$ cat src/rtl/fge_pkg.sv
package fge_pkg;
  localparam int unsigned INST_BYTES = 4;

  typedef enum logic [1:0] {
    TH_RUN     = 2'd0,
    TH_QUIESCE = 2'd1,
    TH_TRAP    = 2'd2
  } th_mode_e;
endpackage

$ cat src/rtl/fge_nextpc.sv
module fge_nextpc #(
  parameter int unsigned PC_W = 32
) (
  input  logic [PC_W-1:0] pc_i,
  input  logic [PC_W-1:0] npc_i,
  input  logic            ctrl_i,
  input  logic            taken_i,
  input  logic [PC_W-1:0] target_i,
  output logic [PC_W-1:0] nxt_pc_o,
  output logic [PC_W-1:0] nxt_npc_o,
  output logic            disc_o
);
  localparam logic [PC_W-1:0] STEP = PC_W'(fge_pkg::INST_BYTES);

  logic [PC_W-1:0] seq_pc;

  assign seq_pc    = pc_i + STEP;
  assign nxt_pc_o  = ctrl_i ? (taken_i ? target_i : seq_pc) : npc_i;
  assign nxt_npc_o = nxt_pc_o + STEP;
  // flow leaves the straight line either before or after this word
  assign disc_o    = (seq_pc != npc_i) || (nxt_pc_o != npc_i);
endmodule

$ cat src/rtl/fge_chain.sv
module fge_chain #(
  parameter int unsigned WIDTH      = 4,
  parameter int unsigned LINE_WORDS = 8,
  parameter int unsigned PC_W       = 32,
  parameter int unsigned INST_W     = 32
) (
  input  logic [PC_W-1:0]              pc_i,
  input  logic [PC_W-1:0]              npc_i,
  input  logic [LINE_WORDS*INST_W-1:0] line_data_i,
  input  logic [LINE_WORDS-1:0]        ctrl_i,
  input  logic [LINE_WORDS-1:0]        quiesce_i,
  input  logic [LINE_WORDS-1:0]        taken_i,
  input  logic [LINE_WORDS*PC_W-1:0]   target_i,
  output logic [WIDTH-1:0]             emit_o,
  output logic [WIDTH*INST_W-1:0]      inst_o,
  output logic [WIDTH*PC_W-1:0]        pc_o,
  output logic [WIDTH*PC_W-1:0]        npc_o,
  output logic [WIDTH-1:0]             br_o,
  output logic [WIDTH-1:0]             tk_o,
  output logic                         quiesce_hit_o,
  output logic [PC_W-1:0]              last_pc_o,
  output logic [PC_W-1:0]              last_npc_o
);
  localparam int unsigned OFF_W = $clog2(LINE_WORDS);
  localparam int unsigned IDX_W = $clog2(LINE_WORDS + WIDTH);

  logic [OFF_W-1:0] start;
  logic [WIDTH-1:0] q_emit;

  assign start = pc_i[OFF_W+1:2];

  for (genvar k = 0; k < WIDTH; k++) begin : g_slot
    logic [IDX_W-1:0] idx;
    logic [OFF_W-1:0] w;
    logic             in_line, alive, disc, stop, is_ctrl, is_q, is_tk;
    logic [PC_W-1:0]  cur_pc, cur_npc, nxt_pc, nxt_npc, fin_pc, fin_npc;

    assign idx     = IDX_W'(start) + IDX_W'(k);
    assign in_line = idx < IDX_W'(LINE_WORDS);
    assign w       = idx[OFF_W-1:0];
    assign is_ctrl = ctrl_i[w];
    assign is_q    = quiesce_i[w];
    assign is_tk   = taken_i[w];

    if (k == 0) begin : g_head
      assign cur_pc  = pc_i;
      assign cur_npc = npc_i;
      assign alive   = in_line;
      assign fin_pc  = nxt_pc;
      assign fin_npc = nxt_npc;
    end else begin : g_tail
      assign cur_pc  = g_slot[k-1].nxt_pc;
      assign cur_npc = g_slot[k-1].nxt_npc;
      assign alive   = g_slot[k-1].alive && !g_slot[k-1].stop && in_line;
      assign fin_pc  = alive ? nxt_pc  : g_slot[k-1].fin_pc;
      assign fin_npc = alive ? nxt_npc : g_slot[k-1].fin_npc;
    end

    fge_nextpc #(.PC_W(PC_W)) u_npc (
      .pc_i     (cur_pc),
      .npc_i    (cur_npc),
      .ctrl_i   (is_ctrl),
      .taken_i  (is_tk),
      .target_i (target_i[w*PC_W +: PC_W]),
      .nxt_pc_o (nxt_pc),
      .nxt_npc_o(nxt_npc),
      .disc_o   (disc)
    );

    assign stop                        = is_q || disc;
    assign emit_o[k]                   = alive;
    assign q_emit[k]                   = alive && is_q;
    assign br_o[k]                     = alive && is_ctrl;
    assign tk_o[k]                     = alive && is_ctrl && is_tk;
    assign inst_o[k*INST_W +: INST_W]  = line_data_i[w*INST_W +: INST_W];
    assign pc_o[k*PC_W +: PC_W]        = cur_pc;
    assign npc_o[k*PC_W +: PC_W]       = nxt_pc;
  end

  assign quiesce_hit_o = |q_emit;
  assign last_pc_o     = g_slot[WIDTH-1].fin_pc;
  assign last_npc_o    = g_slot[WIDTH-1].fin_npc;
endmodule

$ cat src/rtl/fge_thread_state.sv
module fge_thread_state #(
  parameter int unsigned     PC_W     = 32,
  parameter int unsigned     SEQ_W    = 16,
  parameter int unsigned     CNT_W    = 3,
  parameter logic [PC_W-1:0] RESET_PC = '0
) (
  input  logic             clk_i,
  input  logic             rst_ni,
  input  logic             redirect_i,
  input  logic [PC_W-1:0]  redirect_pc_i,
  input  logic [PC_W-1:0]  redirect_npc_i,
  input  logic             line_valid_i,
  input  logic             fault_i,
  input  logic             quiesce_hit_i,
  input  logic [PC_W-1:0]  last_pc_i,
  input  logic [PC_W-1:0]  last_npc_i,
  input  logic [CNT_W-1:0] seq_add_i,
  output logic             go_o,
  output logic [PC_W-1:0]  pc_o,
  output logic [PC_W-1:0]  npc_o,
  output logic [SEQ_W-1:0] seq_o,
  output logic             trap_o,
  output logic             quiesce_o
);
  import fge_pkg::*;

  th_mode_e        mode_q;
  logic [PC_W-1:0] pc_q, npc_q;
  logic [SEQ_W-1:0] seq_q;

  assign go_o = line_valid_i && (mode_q == TH_RUN) && !redirect_i;

  always_ff @(posedge clk_i or negedge rst_ni) begin
    if (!rst_ni) begin
      mode_q <= TH_RUN;
      pc_q   <= RESET_PC;
      npc_q  <= RESET_PC + PC_W'(INST_BYTES);
      seq_q  <= '0;
    end else if (redirect_i) begin
      mode_q <= TH_RUN;
      pc_q   <= redirect_pc_i;
      npc_q  <= redirect_npc_i;
    end else if (go_o) begin
      seq_q <= seq_q + SEQ_W'(seq_add_i);
      if (fault_i) begin
        mode_q <= TH_TRAP;
      end else begin
        pc_q  <= last_pc_i;
        npc_q <= last_npc_i;
        if (quiesce_hit_i) mode_q <= TH_QUIESCE;
      end
    end
  end

  assign pc_o      = pc_q;
  assign npc_o     = npc_q;
  assign seq_o     = seq_q;
  assign trap_o    = mode_q == TH_TRAP;
  assign quiesce_o = mode_q == TH_QUIESCE;

  assert_trap_hold_R9: assert property (@(posedge clk_i) disable iff (!rst_ni)
    (mode_q == TH_TRAP && !redirect_i) |=> (mode_q == TH_TRAP && pc_q == $past(pc_q)));

  assert_redirect_R12: assert property (@(posedge clk_i) disable iff (!rst_ni)
    redirect_i |=> (mode_q == TH_RUN && pc_q == $past(redirect_pc_i)));
endmodule

$ cat src/rtl/fetch_group_extract.sv
module fetch_group_extract #(
  parameter int unsigned       WIDTH      = 4,
  parameter int unsigned       LINE_WORDS = 8,
  parameter int unsigned       PC_W       = 32,
  parameter int unsigned       INST_W     = 32,
  parameter int unsigned       SEQ_W      = 16,
  parameter logic [PC_W-1:0]   RESET_PC   = 32'h0000_1000,
  parameter logic [INST_W-1:0] NOP_WORD   = 32'h0000_0013,
  localparam int unsigned      CNT_W      = $clog2(WIDTH + 1)
) (
  input  logic                         clk_i,
  input  logic                         rst_ni,
  input  logic                         redirect_i,
  input  logic [PC_W-1:0]              redirect_pc_i,
  input  logic [PC_W-1:0]              redirect_npc_i,
  input  logic                         line_valid_i,
  input  logic                         fault_i,
  input  logic [LINE_WORDS*INST_W-1:0] line_data_i,
  input  logic [LINE_WORDS-1:0]        ctrl_flag_i,
  input  logic [LINE_WORDS-1:0]        quiesce_flag_i,
  input  logic [LINE_WORDS-1:0]        pred_taken_i,
  input  logic [LINE_WORDS*PC_W-1:0]   pred_target_i,
  output logic [WIDTH-1:0]             slot_valid_o,
  output logic [WIDTH*INST_W-1:0]      slot_inst_o,
  output logic [WIDTH*PC_W-1:0]        slot_pc_o,
  output logic [WIDTH*PC_W-1:0]        slot_npc_o,
  output logic [WIDTH*SEQ_W-1:0]       slot_seq_o,
  output logic [WIDTH-1:0]             slot_fault_o,
  output logic                         wrote_o,
  output logic [CNT_W-1:0]             emit_cnt_o,
  output logic [CNT_W-1:0]             br_cnt_o,
  output logic [CNT_W-1:0]             taken_cnt_o,
  output logic [PC_W-1:0]              pc_o,
  output logic [PC_W-1:0]              npc_o,
  output logic                         trap_pend_o,
  output logic                         quiesce_pend_o
);
  logic                    go, q_hit;
  logic [PC_W-1:0]         th_pc, th_npc, last_pc, last_npc;
  logic [SEQ_W-1:0]        th_seq;
  logic [WIDTH-1:0]        ch_emit, ch_br, ch_tk;
  logic [WIDTH*INST_W-1:0] ch_inst;
  logic [WIDTH*PC_W-1:0]   ch_pc, ch_npc;

  logic [WIDTH-1:0]        nv_valid, nv_fault;
  logic [WIDTH*INST_W-1:0] nv_inst;
  logic [WIDTH*PC_W-1:0]   nv_pc, nv_npc;
  logic [WIDTH*SEQ_W-1:0]  nv_seq;
  logic [CNT_W-1:0]        nv_cnt, nv_br, nv_tk;

  fge_chain #(
    .WIDTH(WIDTH), .LINE_WORDS(LINE_WORDS), .PC_W(PC_W), .INST_W(INST_W)
  ) u_chain (
    .pc_i         (th_pc),
    .npc_i        (th_npc),
    .line_data_i  (line_data_i),
    .ctrl_i       (ctrl_flag_i),
    .quiesce_i    (quiesce_flag_i),
    .taken_i      (pred_taken_i),
    .target_i     (pred_target_i),
    .emit_o       (ch_emit),
    .inst_o       (ch_inst),
    .pc_o         (ch_pc),
    .npc_o        (ch_npc),
    .br_o         (ch_br),
    .tk_o         (ch_tk),
    .quiesce_hit_o(q_hit),
    .last_pc_o    (last_pc),
    .last_npc_o   (last_npc)
  );

  fge_thread_state #(
    .PC_W(PC_W), .SEQ_W(SEQ_W), .CNT_W(CNT_W), .RESET_PC(RESET_PC)
  ) u_state (
    .clk_i         (clk_i),
    .rst_ni        (rst_ni),
    .redirect_i    (redirect_i),
    .redirect_pc_i (redirect_pc_i),
    .redirect_npc_i(redirect_npc_i),
    .line_valid_i  (line_valid_i),
    .fault_i       (fault_i),
    .quiesce_hit_i (q_hit),
    .last_pc_i     (last_pc),
    .last_npc_i    (last_npc),
    .seq_add_i     (nv_cnt),
    .go_o          (go),
    .pc_o          (th_pc),
    .npc_o         (th_npc),
    .seq_o         (th_seq),
    .trap_o        (trap_pend_o),
    .quiesce_o     (quiesce_pend_o)
  );

  for (genvar k = 0; k < WIDTH; k++) begin : g_seq
    assign nv_seq[k*SEQ_W +: SEQ_W] = th_seq + SEQ_W'(k);
  end

  always_comb begin
    nv_valid = '0;
    nv_fault = '0;
    nv_inst  = ch_inst;
    nv_pc    = ch_pc;
    nv_npc   = ch_npc;
    nv_cnt   = CNT_W'($countones(ch_emit));
    nv_br    = CNT_W'($countones(ch_br));
    nv_tk    = CNT_W'($countones(ch_tk));
    if (fault_i) begin
      nv_inst[INST_W-1:0] = NOP_WORD;
      nv_pc[PC_W-1:0]     = th_pc;
      nv_npc[PC_W-1:0]    = th_npc;
      nv_fault[0]         = 1'b1;
      nv_cnt              = CNT_W'(1);
      nv_br               = '0;
      nv_tk               = '0;
      nv_valid[0]         = go;
    end else begin
      nv_valid = go ? ch_emit : '0;
    end
  end

  always_ff @(posedge clk_i or negedge rst_ni) begin
    if (!rst_ni) begin
      slot_valid_o <= '0;
      slot_fault_o <= '0;
      slot_inst_o  <= '0;
      slot_pc_o    <= '0;
      slot_npc_o   <= '0;
      slot_seq_o   <= '0;
      wrote_o      <= 1'b0;
      emit_cnt_o   <= '0;
      br_cnt_o     <= '0;
      taken_cnt_o  <= '0;
    end else begin
      slot_valid_o <= nv_valid;
      slot_fault_o <= go ? nv_fault : '0;
      slot_inst_o  <= nv_inst;
      slot_pc_o    <= nv_pc;
      slot_npc_o   <= nv_npc;
      slot_seq_o   <= nv_seq;
      wrote_o      <= |nv_valid;
      emit_cnt_o   <= go ? nv_cnt : '0;
      br_cnt_o     <= go ? nv_br  : '0;
      taken_cnt_o  <= go ? nv_tk  : '0;
    end
  end

  assign pc_o  = th_pc;
  assign npc_o = th_npc;

  assert_prefix_R2: assert property (@(posedge clk_i) disable iff (!rst_ni)
    (slot_valid_o & (slot_valid_o + WIDTH'(1))) == '0);

  assert_width_R3: assert property (@(posedge clk_i) disable iff (!rst_ni)
    emit_cnt_o <= CNT_W'(WIDTH));

  assert_counts_R11: assert property (@(posedge clk_i) disable iff (!rst_ni)
    (emit_cnt_o == CNT_W'($countones(slot_valid_o))) && (wrote_o == (emit_cnt_o != '0))
    && (taken_cnt_o <= br_cnt_o));

  assert_seq_chain_R7: assert property (@(posedge clk_i) disable iff (!rst_ni)
    wrote_o |=> (!wrote_o ||
      slot_seq_o[SEQ_W-1:0] == $past(slot_seq_o[SEQ_W-1:0]) + SEQ_W'($past(emit_cnt_o))));

  assert_fault_alone_R9: assert property (@(posedge clk_i) disable iff (!rst_ni)
    slot_fault_o[0] |-> (emit_cnt_o == CNT_W'(1) && trap_pend_o && br_cnt_o == '0));

  assert_parked_R8: assert property (@(posedge clk_i) disable iff (!rst_ni)
    ((quiesce_pend_o || trap_pend_o) && !redirect_i) |=> !wrote_o);
endmodule

$ cat config.mk
export PLATFORM = sky130hd
export DESIGN_NAME = fetch_group_extract
export DESIGN_NICKNAME = d
export VERILOG_FILES = /design/src/rtl/fge_pkg.sv /design/src/rtl/fge_nextpc.sv /design/src/rtl/fge_chain.sv /design/src/rtl/fge_thread_state.sv /design/src/rtl/fetch_group_extract.sv
export SDC_FILE = /design/constraint.sdc
export NUM_CORES = 2
export LEC_CHECK = 0
export BUFFER_PORTS_ARGS = -buffer_cell sky130_fd_sc_hd__buf_2
export CAP_MARGIN = 0
export CORE_AREA = 2 2 443 445
export CTS_BUF_LIST = sky130_fd_sc_hd__clkbuf_8
export CTS_CLUSTER_DIAMETER = 120
export DETAILED_ROUTE_END_ITERATION = 10
export DIE_AREA = 0 0 445 447
export GPL_ROUTABILITY_DRIVEN = 0
export HOLD_SLACK_MARGIN = 0.06
export PLACE_DENSITY_LB_ADDON = 0.05
export SYNTH_ARGS = -nofsm -noshare
export SYNTH_HDL_FRONTEND = slang
export SYNTH_SLANG_ARGS = --single-unit
$ cat constraint.sdc
create_clock -name clk_i -period 11.41 [get_ports clk_i]
set_input_delay 2.282 -clock clk_i [delete_from_list [all_inputs] [get_ports clk_i]]
set_output_delay 2.282 -clock clk_i [all_outputs]
set_load 0.05 [all_outputs]
==> results.md <==
- The number of routed nets with antenna violations is 0.
- Counting along the longest clock path gives a buffer depth of 3.
- The total placed instance area is 48500 µm².
- The number of violations of the max-capacitance limit is 0.
- Detailed placement finished with a half-perimeter wire length of 216 mm.
- The global-route usage over all layers is 25.8%.
- For this configuration, the core starts out at a cell density of 20.7%.
- The average routed wire per standard cell is 34.6 µm.
- The number of filler instances in the final layout is 21100.
- The clock arrives with 83.4 ps of skew.
- The layout overhead on the synthesized area is 26.5%.
- The slew at the pin closest to its max-slew limit is 1210 ps.
- The post-synthesis instance total is 3988.
- The clock latency reported for the late side of the worst-skew pair is 900 ps.
- Using the TritonRoute via totals, the vias-per-cell ratio works out to 5.15.
- Leaving out fill and tap cells, the most frequent cells in the layout are buf_2, dfrtp_1, nand2_1.
- Entering global routing, the biggest net connects 120 pins.
- The clock tree root driver cell is clkbuf_8.
- The fraction of the yosys area taken by sequential cells is 29.8%.
- The largest stage delay on the critical path is 600 ps.
- The data arrival time of the critical path is 10820 ps.
- The TritonCTS clock tree is yes.
- Clock-pin slew was measured on the worst setup and hold paths at 60 ps.
- The areal power density over the cells is around 260 nW/µm².
- The maximum fanout along the worst path is 8.
- After the first detailed-routing iteration, the DRC count stood at roughly 3300.
- The most common cell after layout, fill and taps aside is buf_2.
- Setup repair after global routing left no endpoint under its margin.
- The floorplan die area is 199000 µm².
- Timing would allow up to approximately 0.1 GHz.
- The synthesized flop and latch total is 479.
- The number of vias in the routed layout is 39400.
- The fraction of final layout cells sized beyond drive strength 1 is between 40% and 50%.
- The die width is ~450 µm.
- The number of global-route vias before repair was around 39000.
- In the final timing run, aggregate negative setup slack is 0 ps.
- In the final design database the tool counted ~5600 nets.
- Clock tree synthesis found a total of roughly 480 sinks.
- The initial antenna violation count was 119.
- The largest individual stage delay along the critical path comes from the cell a2111oi_0.
- The worst path needs roughly 10000 ps of the cycle, external delays included.
- The count of unique library cells instantiated by Yosys is around 120.
- Detailed routing placed a total of 129 mm of wire on met2.
- Counting flops with a built-in enable in the synthesized netlist gives 0.
- The post-CTS repair timing setup buffer count is 0.
- The number of warnings printed during yosys synthesis is 0.
- Dividing the final minimum period by the clock period gives 87.7%.
- The worst register-to-register path begins at u_state.pc_o[3].
- The finished layout cell area is between 50000 and 60000 µm².
- The critical path start-end classification is in2reg.
- In the routed design, unresolved DRC markers number 0.
- The final count of hold timing violations is 0.
- The row count is approximately 160.
- The first global-routing pass estimated 353 mm of wire.
- For the worst setup path, the data required time is 12220 ps.
- After layout, the design draws a total of about 13000 µW.
- Before antenna repair, the detailed router went through 6 iterations.
- The type of destination of the critical path is a flip-flop.
- Setup violations remaining at the end of the flow were counted as 0.
- In the synthesized netlist the dominant register cell turns out to be dfrtp_1.
- For this block, the routed nets add up to roughly 260 mm of wire.
- The number of levels the H-tree was split into is 3.
- The synthesized netlist occupies a cell area of approximately 40000 µm².
- The highest metal layer used by the detailed router is met5.
- The worst setup path is launched from an input port.
- In this run the tool buffered the top-level ports with 1133 buffer cells.
- In the final routing, the length of wire on met1 measures 110 mm.
- The met3 wirelength from detailed routing is about 16 mm.
- The total grt overflow is 0.
- The origin of the worst min-delay path is u_state.pc_o[31].
- In this run the standard cell core region covers 194000 µm².
- The tightest min-delay check is of the reg2reg type.
- Each instance of the synthesized netlist takes up on average slightly above 10 µm².
- The count of cells resized by post-cts repair is 0.
- The worst-case headroom to the max-slew limit is 18.9%.
- The hold-fix buffer count after cts is 0.
- The TritonCTS buffer count is slightly above 100.
- The flow ran to the end, and the final reports show no timing, DRC or antenna violations.
- The largest vdd supply drop is 0.190 mV.
- The die height is 447 µm.
- In this run the worst setup path begins at pred_taken_i[7].
- The number of max-slew violations in the final report is 0.
- The share of flip-flops with an asynchronous set or reset after synthesis is 100%.
- For this design the static power due to leakage is between 0.02 and 0.025 µW.
- The top-level port count is between 1000 and 1500.
sequential cells by signal (all words and copies together) (netlist names):
| name | flops |
|---|---|
| u_state.npc_o | 32 |
| slot_npc_o | 128 |
| u_state.pc_o | 32 |
| u_state.seq_o | 16 |
| slot_pc_o | 64 |
| taken_cnt_o | 3 |
| emit_cnt_o | 3 |
| slot_seq_o | 62 |
| slot_inst_o | 128 |
| br_cnt_o | 3 |
| u_state.mode_q | 2 |
| slot_fault_o | 1 |
| wrote_o | 1 |
| slot_valid_o | 4 |
report_power, final:
| group | switching, µW | total [µW] | internal (µW) |
|---|---|---|---|
| registers | 493 | 2650 | 2160 |
| clock network | 981 | 2200 | 1220 |
| logic | 5930 | 8150 | 2220 |
| total | 7400 | 13000 | 5600 |
worst max-delay path, delay by kind of cell:
family,cells,cell delay [ps]
compound gates,9,2050
simple gates,13,3570
buf+inv,4,500
fa+ha+maj,4,940
mux,3,1330
xor+xnor,1,150
layer usage:
metal  global-route usage, %  vias to the layer above
li1                        -                    17100
met1                    32.4                    20200
met2                    44.0                     1630
met3                    5.53                      413
met4                    7.79                       84
met5                       0                        -
cell families (layout without fill, tap and decap cells):
logic type      Yosys count  in the layout  share of synthesized area, %
simple gates           1203           1203                          14.6
compound gates          796            796                          13.0
mux                     777            777                          30.7
buf+inv                 488           1570                          5.92
flops                   479            479                          29.8
xor+xnor                220            220                          5.18
fa+ha+maj                24             24                         0.802
other cells               1             54                       0.00931
metrics by stage:
stage	setup slack, ps	hold slack (ps)	utilization (%)	cells
final	1400	509	26.2	7665
after detailed placement	481	487	25.0	7425
after CTS	1460	521	26.2	7614
after global placement	552	492	25.0	7425
after global routing	890	527	26.2	7641
after floorplan	367	352	-	3990
final timing paths:
| path | endpoint | slack [ps] | depth (start not counted) |
|---|---|---|---|
| min in group asynchronous | slot_seq_o[32] | 1290 | 1 |
| worst max register to register | u_state.seq_o[11] | 1530 | 32 |
| worst max-delay path | u_state.seq_o[11] | 1400 | 34 |
| worst min-delay path | slot_pc_o[31] | 510 | 0 |
| worst min register to register | slot_pc_o[31] | 510 | 0 |
| max in group asynchronous | slot_npc_o[60] | 8120 | 3 |
final cells by class:
cell class                      count  area, µm²  share of cell area (%)
Tap cell                         2542       3180                    6.24
Multi-Input combinational cell   3023      26000                    51.1
Sequential cell                   479      12000                    23.6
Clock buffer                      130       1790                    3.51
Antenna cell                       51        128                   0.250
Timing Repair Buffer             1278       6870                    13.5
Inverter                          103        392                   0.769
Clock inverter                     59        552                    1.08
synthesized netlist by cell type (all sizes together) (10+ instances only):
master   instances  share of area, %
a21oi          215               2.7
a22oi           19              0.37
o21a            22              0.43
clkbuf         209               1.9
nor2           347               3.3
nand4           61               1.0
and4            16              0.35
a31o            10              0.22
and3            42              0.65
a211oi          55               1.1
o31a            21              0.46
dfrtp          476                30
or4             19              0.38
nand2b          10              0.16
nor4            59               1.2
xnor2          132               2.9
ha              21              0.65
nor2b           14              0.22
xnor3           10              0.56
or2             20              0.32
nand3          106               1.4
a2111oi         12              0.28
nand2          362               3.4
mux4           343                19
mux2i          241               6.1
and2            22              0.34
o21ai          201               2.5
inv             98              0.91
o211ai          29              0.57
xor2            78               1.7
a211o           14              0.30
nor3            70              0.95
buf            176               3.0
o31ai           37              0.76
a31oi           34              0.64
mux2           193               5.4
a21o            20              0.37
or3             30              0.48
Note: power is estimated with default switching activity, not from simulation.
